<file path="config.mk">
export PLATFORM = sky130hd
export DESIGN_NAME = lin_dual_mode_ctrl
export DESIGN_NICKNAME = d
export VERILOG_FILES = /design/src/rtl/lin_mode_pkg.sv /design/src/rtl/lin_run_cnt.sv /design/src/rtl/lin_chan_fsm.sv /design/src/rtl/lin_dual_mode_ctrl.sv
export SDC_FILE = /design/constraint.sdc
export NUM_CORES = 1
export LEC_CHECK = 0
export CAP_MARGIN = 25
export CORE_MARGIN = 2
export CORE_UTILIZATION = 56
export CTS_CLUSTER_SIZE = 10
export DETAILED_ROUTE_END_ITERATION = 8
export PLACE_DENSITY = 0.84
export SYNTH_ARGS = -nofsm -noshare
export SYNTH_HDL_FRONTEND = slang
export SYNTH_SLANG_ARGS = --single-unit
</file>
<file path="constraint.sdc">
create_clock -name clk_i -period 2.1 [get_ports clk_i]
set_clock_uncertainty 0.2 [all_clocks]
set_input_delay 0.42 -clock clk_i [delete_from_list [all_inputs] [get_ports clk_i]]
set_output_delay 0.42 -clock clk_i [all_outputs]
set_load 0.1 [all_outputs]
</file>
<file path="src/rtl/lin_mode_pkg.sv">
package lin_mode_pkg;
  typedef enum logic [1:0] {
    MODE_RESET   = 2'b00,
    MODE_SLEEP   = 2'b01,
    MODE_STANDBY = 2'b10,
    MODE_NORMAL  = 2'b11
  } lin_mode_e;
endpackage

</file>
<file path="src/rtl/lin_run_cnt.sv">
// Consecutive-sample qualifier: hit_o when lvl_i is high on the LIMIT-th edge in a row.
module lin_run_cnt #(
  parameter int unsigned LIMIT = 4
) (
  input  logic clk_i,
  input  logic rst_ni,
  input  logic clr_i,
  input  logic lvl_i,
  output logic hit_o
);
  localparam int unsigned CW = (LIMIT < 2) ? 1 : $clog2(LIMIT + 1);
  localparam logic [CW-1:0] TOP = CW'(LIMIT - 1);

  logic [CW-1:0] cnt_q;

  always_ff @(posedge clk_i or negedge rst_ni) begin
    if (!rst_ni)                cnt_q <= '0;
    else if (clr_i || !lvl_i)   cnt_q <= '0;
    else if (cnt_q != TOP)      cnt_q <= cnt_q + 1'b1;
  end

  assign hit_o = lvl_i && (cnt_q >= TOP);
endmodule

</file>
<file path="src/rtl/lin_chan_fsm.sv">
module lin_chan_fsm
  import lin_mode_pkg::*;
#(
  parameter int unsigned GO_NORM_CYC   = 4,
  parameter int unsigned GO_SLEEP_CYC  = 6,
  parameter int unsigned WAKE_FILT_CYC = 5,
  parameter int unsigned DOM_TO_CYC    = 8
) (
  input  logic      clk_i,
  input  logic      rst_ni,
  input  logic      hold_i,
  input  logic      otp_i,
  input  logic      slp_n_i,
  input  logic      txd_i,
  input  logic      bus_i,
  output lin_mode_e mode_o,
  output logic      rxd_o,
  output logic      tx_en_o
);
  lin_mode_e mode_q, mode_d;
  logic wake_q, wake_d;
  logic tx_ok_q, tx_ok_d;
  logic in_rst;
  logic norm_hit, sleep_hit, wake_hit, dom_hit;

  assign in_rst = hold_i || (mode_q == MODE_RESET);

  lin_run_cnt #(.LIMIT(GO_NORM_CYC)) i_norm_flt (
    .clk_i(clk_i), .rst_ni(rst_ni), .clr_i(in_rst), .lvl_i(slp_n_i), .hit_o(norm_hit));

  lin_run_cnt #(.LIMIT(GO_SLEEP_CYC)) i_sleep_flt (
    .clk_i(clk_i), .rst_ni(rst_ni), .clr_i(in_rst), .lvl_i(!slp_n_i), .hit_o(sleep_hit));

  lin_run_cnt #(.LIMIT(WAKE_FILT_CYC)) i_wake_flt (
    .clk_i(clk_i), .rst_ni(rst_ni), .clr_i(mode_q != MODE_SLEEP), .lvl_i(!bus_i),
    .hit_o(wake_hit));

  lin_run_cnt #(.LIMIT(DOM_TO_CYC)) i_dom_flt (
    .clk_i(clk_i), .rst_ni(rst_ni), .clr_i(mode_q != MODE_NORMAL), .lvl_i(!txd_i),
    .hit_o(dom_hit));

  always_comb begin
    mode_d  = mode_q;
    wake_d  = wake_q;
    tx_ok_d = tx_ok_q;
    unique case (mode_q)
      MODE_RESET: begin
        mode_d = MODE_STANDBY;
        wake_d = 1'b0;
      end
      MODE_STANDBY: if (norm_hit) mode_d = MODE_NORMAL;
      MODE_SLEEP: begin
        if (norm_hit) mode_d = MODE_NORMAL;       // local wake has priority
        else if (wake_hit) begin
          mode_d = MODE_STANDBY;
          wake_d = 1'b1;
        end
      end
      MODE_NORMAL: if (sleep_hit) mode_d = MODE_SLEEP;
      default: mode_d = MODE_RESET;
    endcase

    if (mode_d == MODE_NORMAL) begin
      if (mode_q != MODE_NORMAL) begin
        wake_d  = 1'b0;
        tx_ok_d = txd_i;                          // entry dominant check
      end else if (txd_i) begin
        tx_ok_d = 1'b1;
      end else if (dom_hit) begin
        tx_ok_d = 1'b0;                           // dominant timeout
      end
    end else begin
      tx_ok_d = 1'b0;
    end

    if (hold_i) begin
      mode_d  = MODE_RESET;
      wake_d  = 1'b0;
      tx_ok_d = 1'b0;
    end
  end

  always_ff @(posedge clk_i or negedge rst_ni) begin
    if (!rst_ni) begin
      mode_q  <= MODE_RESET;
      wake_q  <= 1'b0;
      tx_ok_q <= 1'b0;
    end else begin
      mode_q  <= mode_d;
      wake_q  <= wake_d;
      tx_ok_q <= tx_ok_d;
    end
  end

  assign mode_o  = mode_q;
  assign rxd_o   = (mode_q == MODE_NORMAL) ? bus_i : !wake_q;
  assign tx_en_o = tx_ok_q && (mode_q == MODE_NORMAL) && !otp_i;

  assert_hold_reset_R1: assert property (@(posedge clk_i) disable iff (!rst_ni)
    hold_i |=> (mode_q == MODE_RESET) && !tx_en_o && !wake_q);

  assert_sleep_from_normal_R3: assert property (@(posedge clk_i) disable iff (!rst_ni)
    (mode_q == MODE_SLEEP && $past(mode_q) != MODE_SLEEP)
      |-> ($past(mode_q) == MODE_NORMAL && !$past(slp_n_i)));

  assert_wake_source_R6: assert property (@(posedge clk_i) disable iff (!rst_ni)
    $rose(wake_q) |-> ($past(mode_q) == MODE_SLEEP && !$past(bus_i)));

  assert_entry_check_R8: assert property (@(posedge clk_i) disable iff (!rst_ni)
    (mode_q != MODE_NORMAL && !txd_i) |=> !tx_en_o);

  assert_reenable_R9: assert property (@(posedge clk_i) disable iff (!rst_ni)
    (mode_q == MODE_NORMAL && $past(mode_q) == MODE_NORMAL && $rose(tx_ok_q))
      |-> $past(txd_i));
endmodule

</file>
<file path="src/rtl/lin_dual_mode_ctrl.sv">
module lin_dual_mode_ctrl
  import lin_mode_pkg::*;
#(
  parameter int unsigned NUM_CH        = 2,
  parameter int unsigned GO_NORM_CYC   = 4,
  parameter int unsigned GO_SLEEP_CYC  = 6,
  parameter int unsigned WAKE_FILT_CYC = 5,
  parameter int unsigned DOM_TO_CYC    = 8
) (
  input  logic                  clk_i,
  input  logic                  rst_ni,
  input  logic                  undervolt_i,
  input  logic                  overtemp_i,
  input  logic [NUM_CH-1:0]     slp_n_i,
  input  logic [NUM_CH-1:0]     txd_i,
  input  logic [NUM_CH-1:0]     bus_i,
  output logic [NUM_CH-1:0]     rxd_o,
  output logic [NUM_CH-1:0]     tx_en_o,
  output logic [2*NUM_CH-1:0]   mode_o
);
  for (genvar c = 0; c < NUM_CH; c++) begin : g_ch
    lin_mode_e mode_c;

    lin_chan_fsm #(
      .GO_NORM_CYC  (GO_NORM_CYC),
      .GO_SLEEP_CYC (GO_SLEEP_CYC),
      .WAKE_FILT_CYC(WAKE_FILT_CYC),
      .DOM_TO_CYC   (DOM_TO_CYC)
    ) i_chan (
      .clk_i  (clk_i),
      .rst_ni (rst_ni),
      .hold_i (undervolt_i),     // shared Reset for all channels
      .otp_i  (overtemp_i),
      .slp_n_i(slp_n_i[c]),
      .txd_i  (txd_i[c]),
      .bus_i  (bus_i[c]),
      .mode_o (mode_c),
      .rxd_o  (rxd_o[c]),
      .tx_en_o(tx_en_o[c])
    );

    assign mode_o[2*c +: 2] = mode_c;
  end
endmodule

</file>
==> results.tsv <==
stage	metric	value	unit
run_status	status	complete, no violations	
sta	setup_violations	0	
sta	fmax	0.494	GHz
critical_path	crit_path_max_fanout	9	
critical_path	crit_type	flop to primary output	
route	firstDrtPassIters	4	
cts	clock_sink_count	34	
critical_path	r2r_start	g_ch[0].i_chan.i_norm_flt.cnt_q[0]	
critical_path	reg2reg_to	g_ch[0].i_chan.tx_ok_q	
critical_path	end_kind	primary output	
cts	htreeDepth	2	
synthesis	synth_ff_type	dfrtp_1	
synthesis	avgSynthCellArea	9.68	sq um
synthesis	ys_seq_area_share	45.1	%
synthesis	ys_ff_latch	34	
global_routing	grt_usage	21.7	%
run	maxCapViolCount	0	
global_routing	grtUsageMet2	37.9	%
synthesis	synth_top_area_share	45.1	%
global_routing	use_met3	7.87	%
global_routing	grt_pass1_vias	1448	
sta	fin_crit	2.03	ns
floorplanning	core-area	0.00328	sq mm
critical_path	crit_path_cell_trace	nand2_8 > nor2_1 > a21oi_2 > buf_12	
finish	layout-drive-gt1-share	20.3	%
pwr	vdd_drop_max	0.000359	V
global_routing	grt_max_degree	35	
finish	diodes	0	
critical_path	critPathArrivalTime	1.41	ns
cts	cts_root_buf	clkbuf_4	
synthesis	ys_async_sr_fraction	100	%
cts	path_clk_slew	0.10	ns
synthesis	syn-cell-area	0.00189	sq mm
critical_path	slowest_delay	0.52	ns
finish	fillers	256	
critical_path	reg2reg_slack	0.21	ns
finish	fin_util	71.0	%
synthesis	postSynthCellCount	195	
place	dp_hpwl	2.63	mm
critical_path	crit_slowest_cell	dfrtp_4	
synthesis	syn_nets	219	
finish	regArea	858	sq um
route	wl_per_cell	13.4	um
floorplanning	rows	21	
synthesis	synth_common_cells	dfrtp_1 (34), nor2_1 (27), nand2_1 (16)	
place	place_area	0.00220	sq mm
global_routing	grt_use_met1	24.0	%
route	ant_nets	0	
sta	worst_slew_pin_slew	0.320	ns
finish	final_nets	245	
cts	cts_tree	done	
cts	clock_latency	0.34	ns
cts	cts_buffers	5	
route	wirelength	3.58	mm
place	placed_cells	256	
floorplanning	fp.dieArea	0.00385	sq mm
finish	final_cells	268	
synthesis	synth_edf_count	0	
finish	multi_input_area	998	sq um
pwr	p_per_area	493	mW/mm^2
floorplanning	ioPinCount	18	
synthesis	ys_top_cells_by_area	dfrtp_1 (45%), ha_1 (9.3%), nor2_1 (5.4%), nor3_1 (3.7%), nand2_1 (3.2%)	
route	drt_iter0_drc	66	
pwr	leakagePower	0.00101	uW
critical_path	cp-start-kind	flop	
sta	totalNegativeSetupSlack	0	ns
floorplanning	die_width	62.0	um
place	port_buffers	17	
floorplanning	die_h	62.0	um
critical_path	reg2reg_depth	6	
sta	whs	0.233	ns
synthesis	ys.warnings.count	0	
global_routing	antenna_found_initial	0	
route	drc	0	
sta	fin_crit_sh	96.4	%
global_routing	grt_overflow	0	
sta	relSlewSlack	78.6	%
critical_path	worstPathRequired	1.48	ns
cts	cts_buffer_depth	2	
global_routing	grt_pass1_wl	6.03	mm
route	routed_via_density	5.49	
synthesis	synth_cell_type_count	35	
synthesis	yosysMostFrequentCell	dfrtp_1	
global_routing	grt_busiest_layer	met2	
floorplanning	start_util	57.4	%
sta	hold_viol	0	
synthesis	synth_top_cell_by_area	dfrtp_1	
sta	rsz0062_at_grt	false	
finish	stdcell_area	0.00233	sq mm
place	gp_congestion	0.755	
finish	area_growth	23.5	%
sta	slew_viol_final	0	
route	num_vias	1471	
min_path	hold_class	input pin to asynchronous set/reset pin	
## worst max-delay path by stage
stage	from	to	slack (ns)	cells past startpoint
2_1_floorplan	g_ch[1].i_chan.mode_o[0]	tx_en_o[1]	-0.01	4
3_3_place_gp	overtemp_i	tx_en_o[1]	0.06	4
3_5_place_dp	overtemp_i	tx_en_o[0]	0.05	3
4_1_cts	g_ch[0].i_chan.mode_o[0]	rxd_o[0]	0.005	4
5_1_grt	g_ch[1].i_chan.mode_o[0]	rxd_o[1]	0.02	4
6_report	g_ch[1].i_chan.mode_o[0]	rxd_o[1]	0.07	4
## sequential cells by signal, summed over array words and instances, names as in the netlist
register	count
g_ch.i_chan.i_wake_flt.cnt_q	6
g_ch.i_chan.mode_o	4
g_ch.i_chan.tx_ok_q	2
g_ch.i_chan.i_norm_flt.cnt_q	6
g_ch.i_chan.wake_q	2
g_ch.i_chan.i_dom_flt.cnt_q	8
g_ch.i_chan.i_sleep_flt.cnt_q	6
## cells by family after synthesis
| family | count (synthesis) | synth area share, % |
|---|---|---|
| muxes | 4 | 2.12 |
| and+or+nand+nor | 91 | 25.5 |
| DFF | 34 | 45.1 |
| AOI/OAI and AO/OA | 29 | 10.4 |
| buffers and inverters | 15 | 3.91 |
| xor gates and xnor gates | 8 | 3.71 |
| adders and majority gates | 14 | 9.28 |
## repair_timing
item / 4_1_cts / 5_1_grt
endpoints found under the hold margin: 0 / 0
pin swaps: 2 / 0
hold buffers: 0 / 0
setup buffers: 1 / 3
resized for setup: 5 / 2
setup endpoints to repair: 4 / 4
## area by class of cell
| class | count | area share (%) |
|---|---|---|
| Multi-Input combinational cell | 146 | 42.8 |
| Sequential cell | 34 | 36.8 |
| Timing Repair Buffer | 25 | 13.8 |
| Tap cell | 46 | 2.47 |
| Clock buffer | 7 | 2.36 |
| Inverter | 9 | 1.45 |
| Clock inverter | 1 | 0.215 |
## through the flow
step / power (uW) / setup slack [ns]
2_1_floorplan: 724 / -0.0143
3_3_place_gp: 782 / 0.0630
3_5_place_dp: 784 / 0.0450
4_1_cts: 1160 / 0.00522
5_1_grt: 1200 / 0.0220
6_report: 1150 / 0.0749
## worst max-delay path: cells and delay by family, from the launching register on
kind	cells	cell delay, ns
flops	1	0.52
simple gates	2	0.18
buf+inv	1	0.20
compound gates	1	0.17
## report_power, final
part           internal, uW  switching (uW)  total (uW)
combinational          46.3            60.1         106
clock                   162             212         374
sequential              661            8.62         669
total                   869             280        1150
## layer usage
layer / share of wire (%) / vias to the layer above / routed length, um
met2: 54 / 28 / 1930
met1: 40 / 699 / 1440
li1: - / 739 / -
met3: 4.6 / 5 / 163
met4: 1.3 / 0 / 46
met5: 0 / - / 0
## placed cells by master, fill, tap and decap left out, types with 2 or more instances in the layout
master / instances
dfrtp_1: 30
nor2_1: 27
nand2_1: 16
nor3_1: 14
ha_1: 14
inv_1: 9
clkdlybuf4s50_1: 9
buf_12: 9
nand3_1: 8
a21oi_1: 8
buf_4: 7
o21ai_0: 5
nand3b_1: 5
clkbuf_4: 5
nand2b_1: 4
xnor2_1: 4
mux2i_1: 4
xor2_1: 4
a211oi_2: 3
nor3b_2: 3
a31oi_1: 3
nor4_1: 3
dfrtp_2: 3
a211o_1: 2
o21ai_1: 2
a21oi_2: 2
nor4b_2: 2
a41oi_1: 2
Power figures use the tool's default switching activity.
